### src/rtl/sdram_refresh_sched_pkg.sv
package sdram_refresh_sched_pkg;

  // Next debt value: a tick adds one below the limit, an ack removes one above zero.
  function automatic int unsigned debt_step(input int unsigned d, input logic up,
                                            input logic dn, input int unsigned lim);
    int unsigned r;
    r = d;
    if (up && (d < lim)) r = r + 1;
    if (dn && (d > 0))   r = r - 1;
    return r;
  endfunction

  // Hysteresis: set at or above hi, hold while at or above lo.
  function automatic logic urgent_eval(input int unsigned d, input logic held,
                                       input int unsigned hi, input int unsigned lo);
    return (d >= hi) || (held && (d >= lo));
  endfunction

endpackage

### src/rtl/refresh_tick_gen.sv
module refresh_tick_gen #(
  parameter int TICK_CYCLES = 975
) (
  input  logic clk,
  input  logic rst_n,
  output logic tick_o
);
  localparam int CNT_W = (TICK_CYCLES > 2) ? $clog2(TICK_CYCLES) : 1;
  localparam logic [CNT_W-1:0] LAST = CNT_W'(TICK_CYCLES - 1);

  logic [CNT_W-1:0] cnt_q;

  assign tick_o = (cnt_q == LAST);

  always_ff @(posedge clk or negedge rst_n) begin
    if (!rst_n)      cnt_q <= '0;
    else if (tick_o) cnt_q <= '0;
    else             cnt_q <= cnt_q + 1'b1;
  end
endmodule

### src/rtl/refresh_debt_ctr.sv
module refresh_debt_ctr
  import sdram_refresh_sched_pkg::*;
#(
  parameter int DEBT_MAX  = 8192,
  parameter int INIT_DEBT = 8192,
  parameter int DW        = $clog2(DEBT_MAX + 1)
) (
  input  logic          clk,
  input  logic          rst_n,
  input  logic          tick_i,
  input  logic          ack_i,
  output logic [DW-1:0] debt_o
);
  logic [DW-1:0] debt_q;
  logic [DW-1:0] debt_d;

  always_comb debt_d = DW'(debt_step(32'(debt_q), tick_i, ack_i, DEBT_MAX));

  always_ff @(posedge clk or negedge rst_n) begin
    if (!rst_n) debt_q <= DW'(INIT_DEBT);
    else        debt_q <= debt_d;
  end

  assign debt_o = debt_q;
endmodule

### src/rtl/refresh_urgency.sv
module refresh_urgency
  import sdram_refresh_sched_pkg::*;
#(
  parameter int HIGH_MARK = 6144,
  parameter int LOW_MARK  = 2048,
  parameter int DW        = 14
) (
  input  logic          clk,
  input  logic          rst_n,
  input  logic [DW-1:0] debt_i,
  output logic          urgent_o
);
  logic held_q;

  assign urgent_o = urgent_eval(32'(debt_i), held_q, HIGH_MARK, LOW_MARK);

  always_ff @(posedge clk or negedge rst_n) begin
    if (!rst_n) held_q <= 1'b0;
    else        held_q <= urgent_o;
  end
endmodule

### src/rtl/sdram_refresh_sched.sv
module sdram_refresh_sched #(
  parameter int TICK_CYCLES = 975,
  parameter int DEBT_MAX    = 8192,
  parameter int HIGH_MARK   = 6144,
  parameter int LOW_MARK    = 2048,
  parameter int INIT_DEBT   = 8192
) (
  input  logic clk,
  input  logic rst_n,
  input  logic busy_i,
  input  logic ref_ack_i,
  output logic ref_req_o,
  output logic urgent_o
);
  localparam int DW = $clog2(DEBT_MAX + 1);

  logic          tick_w;
  logic [DW-1:0] debt_w;

  refresh_tick_gen #(.TICK_CYCLES(TICK_CYCLES)) u_tick (
    .clk(clk), .rst_n(rst_n), .tick_o(tick_w)
  );

  refresh_debt_ctr #(.DEBT_MAX(DEBT_MAX), .INIT_DEBT(INIT_DEBT), .DW(DW)) u_debt (
    .clk(clk), .rst_n(rst_n), .tick_i(tick_w), .ack_i(ref_ack_i), .debt_o(debt_w)
  );

  refresh_urgency #(.HIGH_MARK(HIGH_MARK), .LOW_MARK(LOW_MARK), .DW(DW)) u_urg (
    .clk(clk), .rst_n(rst_n), .debt_i(debt_w), .urgent_o(urgent_o)
  );

  // Ask when owed and either the arbiter is idle or the debt is urgent.
  assign ref_req_o = (debt_w != '0) && (!busy_i || urgent_o);
endmodule

### config.mk
export PLATFORM = sky130hd
export DESIGN_NAME = sdram_refresh_sched
export DESIGN_NICKNAME = d
export VERILOG_FILES = /design/src/rtl/sdram_refresh_sched_pkg.sv /design/src/rtl/refresh_tick_gen.sv /design/src/rtl/refresh_debt_ctr.sv /design/src/rtl/refresh_urgency.sv /design/src/rtl/sdram_refresh_sched.sv
export SDC_FILE = /design/constraint.sdc
export NUM_CORES = 1
export LEC_CHECK = 0
export BUFFER_PORTS_ARGS = -buffer_cell sky130_fd_sc_hd__buf_4
export CAP_MARGIN = 25
export CORE_MARGIN = 2
export CORE_UTILIZATION = 40
export CTS_BUF_LIST = sky130_fd_sc_hd__clkbuf_4
export DETAILED_ROUTE_END_ITERATION = 8
export PLACE_DENSITY = 0.69
export SLEW_MARGIN = 20
export SYNTH_ARGS = -nofsm -noshare
export SYNTH_HDL_FRONTEND = slang
export SYNTH_SLANG_ARGS = --single-unit
### constraint.sdc
create_clock -name clk -period 2.6 [get_ports clk]
set_input_delay 0 -clock clk [delete_from_list [all_inputs] [get_ports clk]]
set_output_delay 0 -clock clk [all_outputs]
set_load 0.02 [all_outputs]
Word-level counts from Yosys, hierarchy flattened

Index checks and enable logic that the tools add are counted.

Register bits: 25
Input bits: 4
Output and inout port bits: 2
Logic and storage cells: 22

Add/sub/neg operators: 3
Order comparisons: 4
Equal/unequal tests: 1
Muxes and demuxes: 3
Reduce and logical (&&, ||, !) cells: 8

Operator list:

| operator                | number |
|---|---|
| $mux W14                | 2 |
| $add A14 B1 Y14 const B | 1 |
| $ge A14 B12 Y1 const B  | 1 |
| $ge A14 B13 Y1 const B  | 1 |
| $gt A14 B1 Y1 const B   | 1 |
| $lt A14 B14 Y1 const B  | 1 |
| $reduce_bool A14 Y1     | 1 |
| $sub A14 B1 Y14 const B | 1 |
| $add A10 B1 Y10 const B | 1 |
| $eq A10 B10 Y1 const B  | 1 |
| $mux W10                | 1 |
| $logic_and A1 B1 Y1     | 4 |
| $logic_or A1 B1 Y1      | 2 |
| $logic_not A1 Y1        | 1 |

Longest topological paths before layout

Word-level depth: 5
Depth in mapped cells: 10
Mapped depth without buffers: 10

Hierarchy

A second synthesis with hierarchy kept.

Cell total of the unflattened synthesis: 184
Area, all modules: 1759.2 um2

Modules (own cells, without submodules):

| module              | instances | cells each | area each (um2) | seq. area each (um2) |
|---|---|---|---|---|
| refresh_debt_ctr    | 1         | 126        | 1178.6          | 351.6 |
| refresh_tick_gen    | 1         | 48         | 496.7           | 250.2 |
| sdram_refresh_sched | 1         | 6          | 42.5            | 0.0 |
| refresh_urgency     | 1         | 4          | 41.3            | 25.0 |

Worst setup path before layout

No wires, ideal clock.

Kind: register to register
Start point: register u_tick.cnt_q[0]
End point: register u_debt.debt_q[6] (netlist: u_debt.debt_o[6])
Setup time: 0.080 ns
Arrival time: 2.530 ns
Required time: 2.520 ns
Path slack: -0.010 ns
Cell stages (with the launch flop): 11
Buffers on the path: 0
Period minus slack after synthesis: 2.610 ns
Cells stage by stage: dfrtp_1 -> inv_1 -> ha_1 -> nand4b_2 -> nor4_1 -> mux2i_1 -> ha_1 -> nand2_1 -> nor3b_2 -> mux2i_1 -> xnor2_1

Word-level cells in the longest chain between the ends: 5

Ends and longest elaborated chain:

| item                       | line                         | source |
|---|---|---|
| from (decl)                | refresh_tick_gen.sv:11       | `logic [CNT_W-1:0] cnt_q;` |
| from (signal assigned)     | refresh_tick_gen.sv:18       | `else cnt_q <= cnt_q + 1'b1;` |
| $eq A10 B10 Y1 (*)         | refresh_tick_gen.sv:13       | `assign tick_o = (cnt_q == LAST);` |
| $logic_and A1 B1 Y1 (*)    | sdram_refresh_sched_pkg.sv:8 | `if (up && (d < lim)) r = r + 1;` |
| $mux W14 (*)               | sdram_refresh_sched_pkg.sv:8 |  |
| $sub A14 B1 Y14            | sdram_refresh_sched_pkg.sv:9 | `if (dn && (d > 0)) r = r - 1;` |
| $mux W14 (*)               | sdram_refresh_sched_pkg.sv:9 |  |
| named net u_debt.debt_d[6] | refresh_debt_ctr.sv:15       | `logic [DW-1:0] debt_d;` |
| to (signal assigned)       | refresh_debt_ctr.sv:20       | `if (!rst_n) debt_q <= DW'(INIT_DEBT);` |
| to (signal assigned)       | refresh_debt_ctr.sv:21       | `else debt_q <= debt_d;` |
| to (decl)                  | refresh_debt_ctr.sv:14       | `logic [DW-1:0] debt_q;` |

The timed path passes the listed nets; every way through them passes the cells marked *.

Worst setup path after layout

Start point: register u_debt.debt_q[10] (netlist: u_debt.debt_o[10])
End point: register u_debt.debt_q[7] (netlist: u_debt.debt_o[7])

Word-level cells in the longest chain between the ends: 5
Elaborated cells between the ends (all ways): 7
Classes of those cells: 1 x add/sub; 2 x order compare; 2 x mux; 2 x reduce/logical

Ends and longest elaborated chain:

| item                       | line |
|---|---|
| $lt A14 B14 Y1             | sdram_refresh_sched_pkg.sv:8 |
| $logic_and A1 B1 Y1        | sdram_refresh_sched_pkg.sv:8 |
| $mux W14                   | sdram_refresh_sched_pkg.sv:8 |
| $sub A14 B1 Y14            | sdram_refresh_sched_pkg.sv:9 |
| $mux W14 (*)               | sdram_refresh_sched_pkg.sv:9 |
| named net u_debt.debt_d[7] | refresh_debt_ctr.sv:15 |

Marks and branches as above.

==> run summary <==
cell area after layout -> 1930 um^2
Setup TNS -> 0 ps
IO Count -> 6
status -> complete, no violations
H-tree levels -> 1
Reg power frac -> 0.396
initial core utilization -> 0.415
CTS tree -> yes
Placed Cells incl. Taps -> 237
Sw Share -> 0.399
Req. time, crit path -> 2850 ps
pre-CTS setup slack -> 81.3 ps
Tcrit/Tclk final -> 0.957
final hold viol count -> 0
DRC viols -> 0
WHS -> 101 ps
routed via count -> 1,357
commonest non-fill, non-tap cell in the layout -> dfrtp_1
RSZ-0062 raised after global routing -> true
cts bufs inserted -> 3
FF+latch count, synth -> 25
final period demand of the worst path -> 2490 ps
# setup viols final -> 0
Fmax achieved -> 402 MHz
Mapped Area -> 1650 um^2
Post-Synthesis Cells -> 175
Total GRT Usage -> 0.174
critical path type -> reg2reg
Pins Over Slew Limit -> 0
internal power -> 878 uW
asr flop ratio synth -> 1.00
power per cell area -> 755 nW/um^2
hpwl dp -> 2570 um
root buffer cell -> clkbuf_4
WL/cell -> 14.5 um
mean area per synthesized cell -> 9.42 um^2
vias in the first global route -> 1,320
Crit. End Element -> flop
Worst Path Max Fanout -> 5
Post-synth EDFFs -> 0
Total Die Area -> 4650 um^2
initial antenna violation count -> 0
GPL Wtd Cong -> 0.842
Detailed Routing Iterations Pass 1 -> 4
Worst Slack Setup Final -> 112 ps
Layout area overhead -> 17.4%
IO buf count -> 5
sequential area share after synthesis -> 0.380
Iteration-0 DRC Markers -> 35
setup slack, reg-to-reg -> 110 ps
largest net degree at the start of global routing -> 26
Max-slew headroom -> 0.754
area of the core -> 3970 um^2
Mapped Nets -> 184
remaining antenna violation count -> 0
Worst EP arrival -> 2740 ps
min-delay worst type -> in2async
Main synth FF type -> dfrtp_1
leading cell types in the layout, fill and taps excluded -> dfrtp_1 (24), buf_4 (21), nor2_1 (20)
Die Y-Extent -> 68.2 um
Unique masters post-synth -> 46
clock power share -> 0.128
Pleak -> 0.817 nW
Area after DPL -> 1820 um^2
deepest clock path buffer count -> 2
P_sw -> 582 uW
power consumption -> 1.46 mW
Yosys warning count -> 0
worst skew pair latency -> 320 ps
Setup Skew -> 6.68 ps
CTS Sinks -> 25
row cnt -> 23
Logic pwr share -> 0.475
fraction of layout instances using a drive strength above 1 -> 0.211
Die Wd -> 68.2 um
first-pass GRT wire length -> 6070 um
fin cells -> 244
Routed WL -> 3530 um
Final nets -> 204
vias per inst -> 5.56
Worst VDD drop -> 0.517 mV
global route total overflow -> 0
Antenna Cells -> 0
startpoint class of the critical path -> flop
Least-Margin Pin Slew -> 370 ps
Reg clk slew, reported paths -> 140 ps
max cap viols -> 0
Final Util -> 0.487
[routing by layer]
| layer | share of wire | track usage | up-vias |
|---|---|---|---|
| met5 | 0 | 0 | - |
| met1 | 0.50 | 0.245 | 655 |
| met2 | 0.46 | 0.277 | 23 |
| met3 | 0.020 | 0.0148 | 6 |
| li1 | - | - | 673 |
| met4 | 0.019 | 0.0700 | 0 |
[layout make-up]
| type | instances | area [um^2] |
|---|---|---|
| Multi-Input combinational cell | 138 | 1020 |
| Inverter | 4 | 15.0 |
| Tap cell | 50 | 62.6 |
| Fill cell | 390 | 2040 |
| Sequential cell | 25 | 627 |
| Clock buffer | 4 | 30.0 |
| Timing Repair Buffer | 23 | 178 |
[power by group through the flow]
stage | sequential, mW | combinational, mW | clock [mW]
5_1_grt | 0.595 | 0.769 | 0.208
3_3_place_gp | 0.584 | 0.653 | 0
2_1_floorplan | 0.544 | 0.512 | 0
6_report | 0.579 | 0.694 | 0.188
3_5_place_dp | 0.587 | 0.660 | 0
4_1_cts | 0.579 | 0.669 | 0.200
[final timing paths]
path | start | to | depth (start not counted)
max in group asynchronous | rst_n | u_debt.debt_o[13] | 2
hold reg to reg | u_tick.cnt_q[8] | u_tick.cnt_q[8] | 1
hold / removal | rst_n | u_tick.cnt_q[1] | 2
setup / recovery | u_debt.debt_o[10] | u_debt.debt_o[7] | 7
setup reg to reg | u_debt.debt_o[10] | u_debt.debt_o[7] | 7
min in group clk | busy_i | ref_req_o | 4
[worst max-delay path, cell delays in order (launching register included)]
cell,delay (ps)
dfrtp_1,430
or4_1,520
or4_4,530
and2_4,200
and3_2,220
and2_4,170
a32oi_1,210
xnor2_1,140
[flip-flops by register name, summed over array words and instances (netlist names)]
register,count
u_urg.held_q,1
u_debt.debt_o,14
u_tick.cnt_q,10
[cells in the mapped netlist (2+ instances only)]
| library cell | count | area, um^2 |
|---|---|---|
| and3_1 | 4 | 25.0 |
| buf_6 | 2 | 22.5 |
| a21oi_1 | 2 | 10.0 |
| and2_4 | 2 | 17.5 |
| and4_1 | 2 | 17.5 |
| nand2_1 | 11 | 41.3 |
| and4b_1 | 2 | 20.0 |
| inv_1 | 4 | 15.0 |
| nor2_1 | 20 | 75.1 |
| or3_1 | 2 | 12.5 |
| nand2b_1 | 2 | 12.5 |
| xor2_1 | 12 | 105 |
| o211ai_1 | 2 | 15.0 |
| nand3_1 | 13 | 65.1 |
| nor3_1 | 3 | 15.0 |
| xnor2_1 | 16 | 140 |
| clkbuf_1 | 5 | 18.8 |
| nor4_1 | 4 | 25.0 |
| dfrtp_1 | 24 | 601 |
| nand4_1 | 5 | 31.3 |
| ha_1 | 5 | 62.6 |
| nand4b_1 | 3 | 26.3 |
| mux2i_1 | 3 | 30.0 |
| o21ai_0 | 4 | 20.0 |
| or4_1 | 2 | 15.0 |
[logic make-up after synthesis]
| family | after synthesis | synth area share |
|---|---|---|
| muxes | 3 | 0.0182 |
| xor gates and xnor gates | 28 | 0.149 |
| and+or+nand+nor | 83 | 0.293 |
| DFF | 25 | 0.380 |
| adders and majority gates | 5 | 0.0380 |
| AOI/OAI and AO/OA | 19 | 0.0843 |
| buffers and inverters | 12 | 0.0372 |
[what timing repair did]
action,CTS,global route
endpoints found under the setup margin,0,9
hold buffers,2,0
endpoints found under the hold margin,27,0
gates resized for setup,0,10
setup buffers,0,1
Power figures use the tool's default switching activity.
